## src/rtl/sarc_pkg.sv

```systemverilog
package sarc_pkg;
  localparam int RES_W      = 12;
  localparam int CFG_W      = 8;
  localparam int ACQ_CLKS   = 4;
  localparam int FRAME_CLKS = ACQ_CLKS + RES_W;
  localparam int CNT_W      = $clog2(FRAME_CLKS + 1);

  // control byte field positions (shifted in MSB first)
  localparam int CFG_WE_BIT   = 7;
  localparam int CFG_DUAL_BIT = 6;
  localparam int CFG_SEL_BIT  = 5;

  typedef struct packed {
    logic dual;
    logic sel;
  } sarc_cfg_t;
endpackage

```

## src/rtl/sarc_frame_ctr.sv

```systemverilog
module sarc_frame_ctr #(
  parameter int FRAME = sarc_pkg::FRAME_CLKS,
  parameter int ACQ   = sarc_pkg::ACQ_CLKS,
  parameter int CFGW  = sarc_pkg::CFG_W,
  parameter int CW    = sarc_pkg::CNT_W
) (
  input  logic          clk,
  input  logic          rst_n,
  input  logic          cs_n,
  output logic [CW-1:0] cnt,
  output logic          shift_en,
  output logic          last_edge,
  output logic          track
);
  always_ff @(posedge clk or negedge rst_n) begin
    if (!rst_n)                   cnt <= '0;
    else if (cs_n)                cnt <= '0;
    else if (cnt != CW'(FRAME))   cnt <= cnt + 1'b1;
  end

  assign shift_en  = !cs_n && (cnt < CW'(CFGW));
  assign last_edge = !cs_n && (cnt == CW'(FRAME - 1));
  assign track     = (cnt < CW'(ACQ));

  // a deselected frame always restarts from edge zero
  a_r1_idle_restart: assert property (@(posedge clk) disable iff (!rst_n)
    cs_n |=> (cnt == '0));
endmodule

```

## src/rtl/sarc_cfg_reg.sv

```systemverilog
module sarc_cfg_reg
  import sarc_pkg::*;
#(
  parameter int CFGW = sarc_pkg::CFG_W
) (
  input  logic      clk,
  input  logic      rst_n,
  input  logic      shift_en,
  input  logic      din,
  input  logic      commit,
  output sarc_cfg_t cfg,
  output logic      chan
);
  logic [CFGW-1:0] shreg;
  sarc_cfg_t       cfg_q;

  always_ff @(posedge clk or negedge rst_n) begin
    if (!rst_n)        shreg <= '0;
    else if (shift_en) shreg <= {shreg[CFGW-2:0], din};
  end

  always_ff @(posedge clk or negedge rst_n) begin
    if (!rst_n) cfg_q <= '0;
    else if (commit && shreg[CFG_WE_BIT]) begin
      cfg_q.dual <= shreg[CFG_DUAL_BIT];
      cfg_q.sel  <= shreg[CFG_SEL_BIT];
    end
  end

  assign cfg  = cfg_q;
  assign chan = cfg_q.dual & cfg_q.sel;

  // the register moves only on a completed frame
  a_r5_commit_only: assert property (@(posedge clk) disable iff (!rst_n)
    !commit |=> $stable(cfg_q));
  // a byte without write enable leaves the setting alone
  a_r6_we_gate: assert property (@(posedge clk) disable iff (!rst_n)
    (commit && !shreg[CFG_WE_BIT]) |=> $stable(cfg_q));
endmodule

```

## src/rtl/sarc_search.sv

```systemverilog
module sarc_search #(
  parameter int RES   = sarc_pkg::RES_W,
  parameter int ACQ   = sarc_pkg::ACQ_CLKS,
  parameter int CW    = sarc_pkg::CNT_W
) (
  input  logic           clk,
  input  logic           rst_n,
  input  logic           cs_n,
  input  logic [CW-1:0]  cnt,
  input  logic           cmp,
  output logic [RES-1:0] trial,
  output logic [RES-1:0] result
);
  logic [RES-1:0] sar_q;
  logic [RES-1:0] step_mask;

  always_comb begin
    for (int i = 0; i < RES; i++)
      step_mask[i] = !cs_n && (cnt == CW'(ACQ + RES - 1 - i));
  end

  always_ff @(posedge clk or negedge rst_n) begin
    if (!rst_n)     sar_q <= '0;
    else if (cs_n)  sar_q <= '0;
    else begin
      for (int i = 0; i < RES; i++)
        if (step_mask[i]) sar_q[i] <= cmp;
    end
  end

  assign trial  = sar_q | step_mask;
  assign result = sar_q;

  // the search opens at mid scale
  a_r3_first_trial: assert property (@(posedge clk) disable iff (!rst_n)
    (!cs_n && cnt == CW'(ACQ)) |-> (trial == {1'b1, {(RES-1){1'b0}}}));
endmodule

```

## src/rtl/sarc_txd.sv

```systemverilog
module sarc_txd #(
  parameter int RES   = sarc_pkg::RES_W,
  parameter int ACQ   = sarc_pkg::ACQ_CLKS,
  parameter int FRAME = sarc_pkg::FRAME_CLKS,
  parameter int CW    = sarc_pkg::CNT_W
) (
  input  logic           clk,
  input  logic           rst_n,
  input  logic           cs_n,
  input  logic [CW-1:0]  cnt,
  input  logic [RES-1:0] result,
  output logic           dout
);
  logic nxt;

  always_comb begin
    nxt = 1'b0;
    for (int i = 0; i < RES; i++)
      if (!cs_n && cnt == CW'(FRAME - i)) nxt = result[i];
  end

  always_ff @(negedge clk or negedge rst_n) begin
    if (!rst_n) dout <= 1'b0;
    else        dout <= nxt;
  end

  // the acquisition slots shift out zeros
  a_r1_lead_zero: assert property (@(posedge clk) disable iff (!rst_n)
    (cnt != '0 && cnt <= CW'(ACQ)) |-> !dout);
endmodule

```

## src/rtl/sarc_core.sv

```systemverilog
module sarc_core
  import sarc_pkg::*;
(
  input  logic             sclk,
  input  logic             rst_n,
  input  logic             cs_n,
  input  logic             din,
  input  logic             cmp,
  output logic             dout,
  output logic             dout_oe,
  output logic [RES_W-1:0] trial_code,
  output logic             track,
  output logic             dual_mode,
  output logic             chan
);
  logic [CNT_W-1:0] cnt;
  logic             shift_en, last_edge;
  logic [RES_W-1:0] result;
  sarc_cfg_t        cfg;

  sarc_frame_ctr u_ctr (
    .clk(sclk), .rst_n(rst_n), .cs_n(cs_n), .cnt(cnt),
    .shift_en(shift_en), .last_edge(last_edge), .track(track)
  );

  sarc_cfg_reg u_cfg (
    .clk(sclk), .rst_n(rst_n), .shift_en(shift_en), .din(din),
    .commit(last_edge), .cfg(cfg), .chan(chan)
  );

  sarc_search u_sar (
    .clk(sclk), .rst_n(rst_n), .cs_n(cs_n), .cnt(cnt), .cmp(cmp),
    .trial(trial_code), .result(result)
  );

  sarc_txd u_txd (
    .clk(sclk), .rst_n(rst_n), .cs_n(cs_n), .cnt(cnt),
    .result(result), .dout(dout)
  );

  assign dout_oe   = !cs_n;
  assign dual_mode = cfg.dual;

  // the active channel cannot move inside a running frame
  a_r5_chan_frame_stable: assert property (@(posedge sclk) disable iff (!rst_n)
    (cnt != '0 && cnt < CNT_W'(FRAME_CLKS)) |-> $stable(chan));
endmodule

```

## config.mk

```make
export PLATFORM = sky130hd
export DESIGN_NAME = sarc_core
export DESIGN_NICKNAME = d
export VERILOG_FILES = /design/src/rtl/sarc_pkg.sv /design/src/rtl/sarc_frame_ctr.sv /design/src/rtl/sarc_cfg_reg.sv /design/src/rtl/sarc_search.sv /design/src/rtl/sarc_txd.sv /design/src/rtl/sarc_core.sv
export SDC_FILE = /design/constraint.sdc
export NUM_CORES = 1
export LEC_CHECK = 0
export ABC_CLOCK_PERIOD_IN_PS = 2050
export BUFFER_PORTS_ARGS = -buffer_cell sky130_fd_sc_hd__buf_2
export CAP_MARGIN = 10
export CORE_ASPECT_RATIO = 1.4
export CORE_MARGIN = 10
export CORE_UTILIZATION = 50
export CTS_CLUSTER_SIZE = 16
export DETAILED_ROUTE_END_ITERATION = 7
export PLACE_DENSITY = 0.77
export SYNTH_ARGS = -nofsm -noshare
export SYNTH_HDL_FRONTEND = slang
export SYNTH_SLANG_ARGS = --single-unit
```

## constraint.sdc

```tcl
create_clock -name sclk -period 2.05 [get_ports sclk]
set_clock_uncertainty 0.2 [all_clocks]
set_input_delay 0.41 -clock sclk [delete_from_list [all_inputs] [get_ports sclk]]
set_output_delay 0.41 -clock sclk [all_outputs]
set_load 0.005 [all_outputs]
```

# After elaboration in Yosys (flattened, before gate mapping)
# Cells that the tools add are included.
# totals
reg_bits,28
word_cells,92
inputBits,5
# classes
bitwise_logic,2
order_cmp,2
n_addsub,1
eq_ne,14
reduce_logical,29
muxes,27
# ops
cell,count
$eq A5 B4 Y1 const B,8
$reduce_bool A2 Y1,13
$mux W1,24
$eq A5 B3 Y1 const B,4
$logic_and A1 B1 Y1,15
$mux W12,1
$or A12 B12 Y12,1
$mux W5,2
$add A5 B1 Y5 const B,1
$eq A5 B5 Y1 const B,1
$lt A5 B3 Y1 const B,1
$lt A5 B4 Y1 const B,1
$ne A5 B5 Y1 const B,1
$and A1 B1 Y1,1
$logic_not A1 Y1,1

# Logic depth before layout (Yosys ltp)
# depth
word_depth,14
mapped_depth,9
depth_no_buf,8

# Hierarchy
# From an unflattened synthesis, not the netlist that was laid out.
# unflattened
hier_cells,161
area_unflattened_um2,1714.1
# by_module_without_submodules
mod,area_per_inst_um2,cells_per_inst,n_inst
sarc_search,760.7,74,1
sarc_cfg_reg,414.1,23,1
sarc_frame_ctr,319.1,31,1
sarc_txd,216.5,32,1
sarc_core,3.8,1,1

==> results.yml <==
die:
  die_area_mm2: 0.00589
  die_y_um: 86.9
  ios: 22
  core_mm2: 0.00309
  initial_utilization_pct: 51.7
  die_w_um: 67.8
  row_count: 24
sta:
  grt_setup_unrepaired: "yes"
  setup_violations: 14
  hold_viol_final: 0
  worst_pin_slew_ps: 351
  setup_slack_ps: -836
  slew_headroom_pct: 76.6
  drv_slew: 0
critical_path:
  crit_family: "compound AO/OA/AOI/OAI gates"
  startpoint_type: "flip-flop"
  crit_buf_inv: 1
  path_max_fanout: 8
  crit_type: "reg2reg"
  arrival_ps: 1800
  worstPathCellList: "inv_1 -> ha_2 -> nor2b_1 -> o31a_1 -> a31oi_1 -> o21ai_1 -> a21oi_2"
  slowest_delay_ps: 430
  required_ps: 960
  cp-end-kind: "flip-flop"
  slowest_stage: "dfrtp_1"
clock_network:
  clockBufferDepth: 2
  clock-sinks: 28
  clkTransAtPathRegs_ps: 100
  root_buffer: "clkbuf_8"
  clkLatencyLatePin_ps: 280
  numCtsBuffers: 3
  h-tree-depth: 1
  cts_tree: "done"
yosys:
  yosysWarningCount: 0
  synth_simple_gate_area_share_pct: 22.8
  synthXorXnorAreaFrac_pct: 1.64
  ys_seq_area_share_pct: 43.9
  synth_top_family_by_area: "simple AND/OR/NAND/NOR gates"
  async_reset_ff_share_pct: 100
  ys_dominant_reg_cell: "dfrtp_1"
  synth_area_mm2: 0.00160
  avgSynthCellArea_um2: 10.0
  synth_edf_count: 0
  synthCells: 159
  synthMuxAreaShare_pct: 14.6
  synth-compound-area-share_pct: 8.61
  synthAdderAreaFrac_pct: 3.92
  ys_seq_elements: 28
  synthDistinctLibCells: 35
  synth_nets: 169
hold_path:
  worstHoldPathType: "in2reg"
global_routing:
  grt_overflow: 0
  antenna_found_initial: 0
  grt_use_total_pct: 15.6
  grt_max_degree: 28
  grt_pass1_wl_mm: 7.29
  grt_pass1_vias: 1563
route:
  wl_mm: 5.02
  vias: 1564
  avgRoutedWirePerCell_um: 18.8
  drtAntennaViolNets: 0
  via_per_inst: 5.86
  initialDrtViolationCount: 80
  drc_errors: 0
  firstDrtPassIters: 4
final_layout:
  num-nets-final: 239
  diodes: 0
  layout-drive-gt1-share_pct: 51.3
  final_cell_mix: "48 x buf_4, 23 x dfrtp_1, 19 x nor2_1, 19 x buf_2, 15 x nand2_1"
  fillers: 210
  fin_area_mm2: 0.00232
  syn2layout_area_growth_pct: 45.4
  final_common_cell: "buf_4"
pwr:
  cellPowerDensity_mw_per_mm2: 549
  vdd_ir_drop_max_v: 0.000699
  power.leakage_nw: 1.23
place:
  dp_slack_ps: -820
  placed_cell_area_mm2: 0.00209
  dp_hpwl_mm: 3.24
  globalplace.congestion: 0.920
  io_buffers: 21
outcome:
  violations: "negative setup slack"
  status: "finished with violations"
flow_run:
  drv_cap: 0
-- synth_stat cells, types with 2 or more instances --
cell | number | area [um^2]
buf_6 | 2 | 22.5
nand3_1 | 6 | 30.0
nor2b_1 | 2 | 12.5
ha_1 | 5 | 62.6
nor3_1 | 4 | 20.0
o21ai_1 | 2 | 10.0
and2b_1 | 2 | 15.0
nand2_1 | 18 | 67.6
a221oi_1 | 2 | 17.5
clkbuf_1 | 5 | 18.8
a31oi_1 | 2 | 12.5
a21oi_1 | 2 | 10.0
dfrtp_1 | 27 | 676
a21o_1 | 8 | 60.1
nor2_1 | 19 | 71.3
or2_2 | 3 | 18.8
buf_2 | 2 | 10.0
inv_1 | 6 | 22.5
and4bb_4 | 2 | 32.5
xnor2_1 | 2 | 17.5
nor3b_1 | 3 | 22.5
and3_1 | 2 | 12.5
mux2i_1 | 12 | 120
mux2_2 | 10 | 113
-- report_power, final --
part / switching, mW / internal, mW / leakage (nW) / total (mW)
registers: 0.0450 / 0.610 / 0.364 / 0.655
clock network: 0.183 / 0.173 / 0.0288 / 0.355
logic: 0.128 / 0.137 / 0.837 / 0.266
total: 0.356 / 0.920 / 1.23 / 1.28
-- registers in the layout, indices dropped and copies added, names as in the netlist --
signal and flops:
u_cfg.cfg 2, u_cfg.shreg 8, u_ctr.cnt 5, u_sar.result 12
u_txd.dout 1
-- layer usage --
| layer | share of wire (%) | global-route usage (%) | up-vias |
|---|---|---|---|
| li1 | - | - | 688 |
| met1 | 35 | 16.7 | 783 |
| met4 | 4.7 | 6.79 | 0 |
| met5 | 0 | 0 | - |
| met3 | 6.2 | 2.32 | 25 |
| met2 | 54 | 28.9 | 68 |
-- worst paths after layout --
path	from	end	slack, ps	cells after the start
worst max-delay path	u_ctr.cnt[1]	u_txd.dout	-840	7
worst min-delay path	din	u_cfg.shreg[0]	160	2
worst max register to register	u_ctr.cnt[1]	u_txd.dout	-840	7
worst min register to register	u_cfg.shreg[0]	u_cfg.shreg[0]	320	1
max in group asynchronous	rst_n	u_txd.dout	380	2
min in group asynchronous	rst_n	u_sar.result[4]	480	3
-- cells by family (layout without fill, tap and decap cells) --
family,count (synthesis),count (layout)
AND/OR/NAND/NOR,67,67
buffers and inverters,15,84
AO/OA/AOI/OAI,19,19
multiplexers,22,22
flip-flops,28,28
adder cells (fa/ha/maj),5,5
XOR/XNOR,3,3
-- what timing repair did --
action	CTS	global route
hold buffers	1	0
resized for setup	4	31
setup buffers	1	4
gates cloned	0	0
pin swaps	0	1
setup endpoints to repair	14	14
hold endpoints to repair	27	0
-- per-stage QoR --
step                      util (%)  hold slack, ps  cells  setup TNS (ps)  power (mW)
after CTS                     70.2             158    264           -3270        1.23
final                         75.1             157    267           -3090        1.28
after global placement        67.5             267    258            -927       0.863
after detailed placement      67.5             277    258           -1120       0.885
after global routing          75.1             159    267           -4060        1.33
after floorplan                  -           -85.6    159            -763       0.772
-- area by class of cell --
type                    count  area (um^2)  share of cell area, %
multi-input cells         116          958                   41.2
inverters                   6         22.5                  0.969
flip-flops and latches     28          706                   30.4
repair buffers             74          533                   22.9
well taps                  39         48.8                   2.10
clock buffers               4         55.1                   2.37
(Power assumes the default switching activity.)
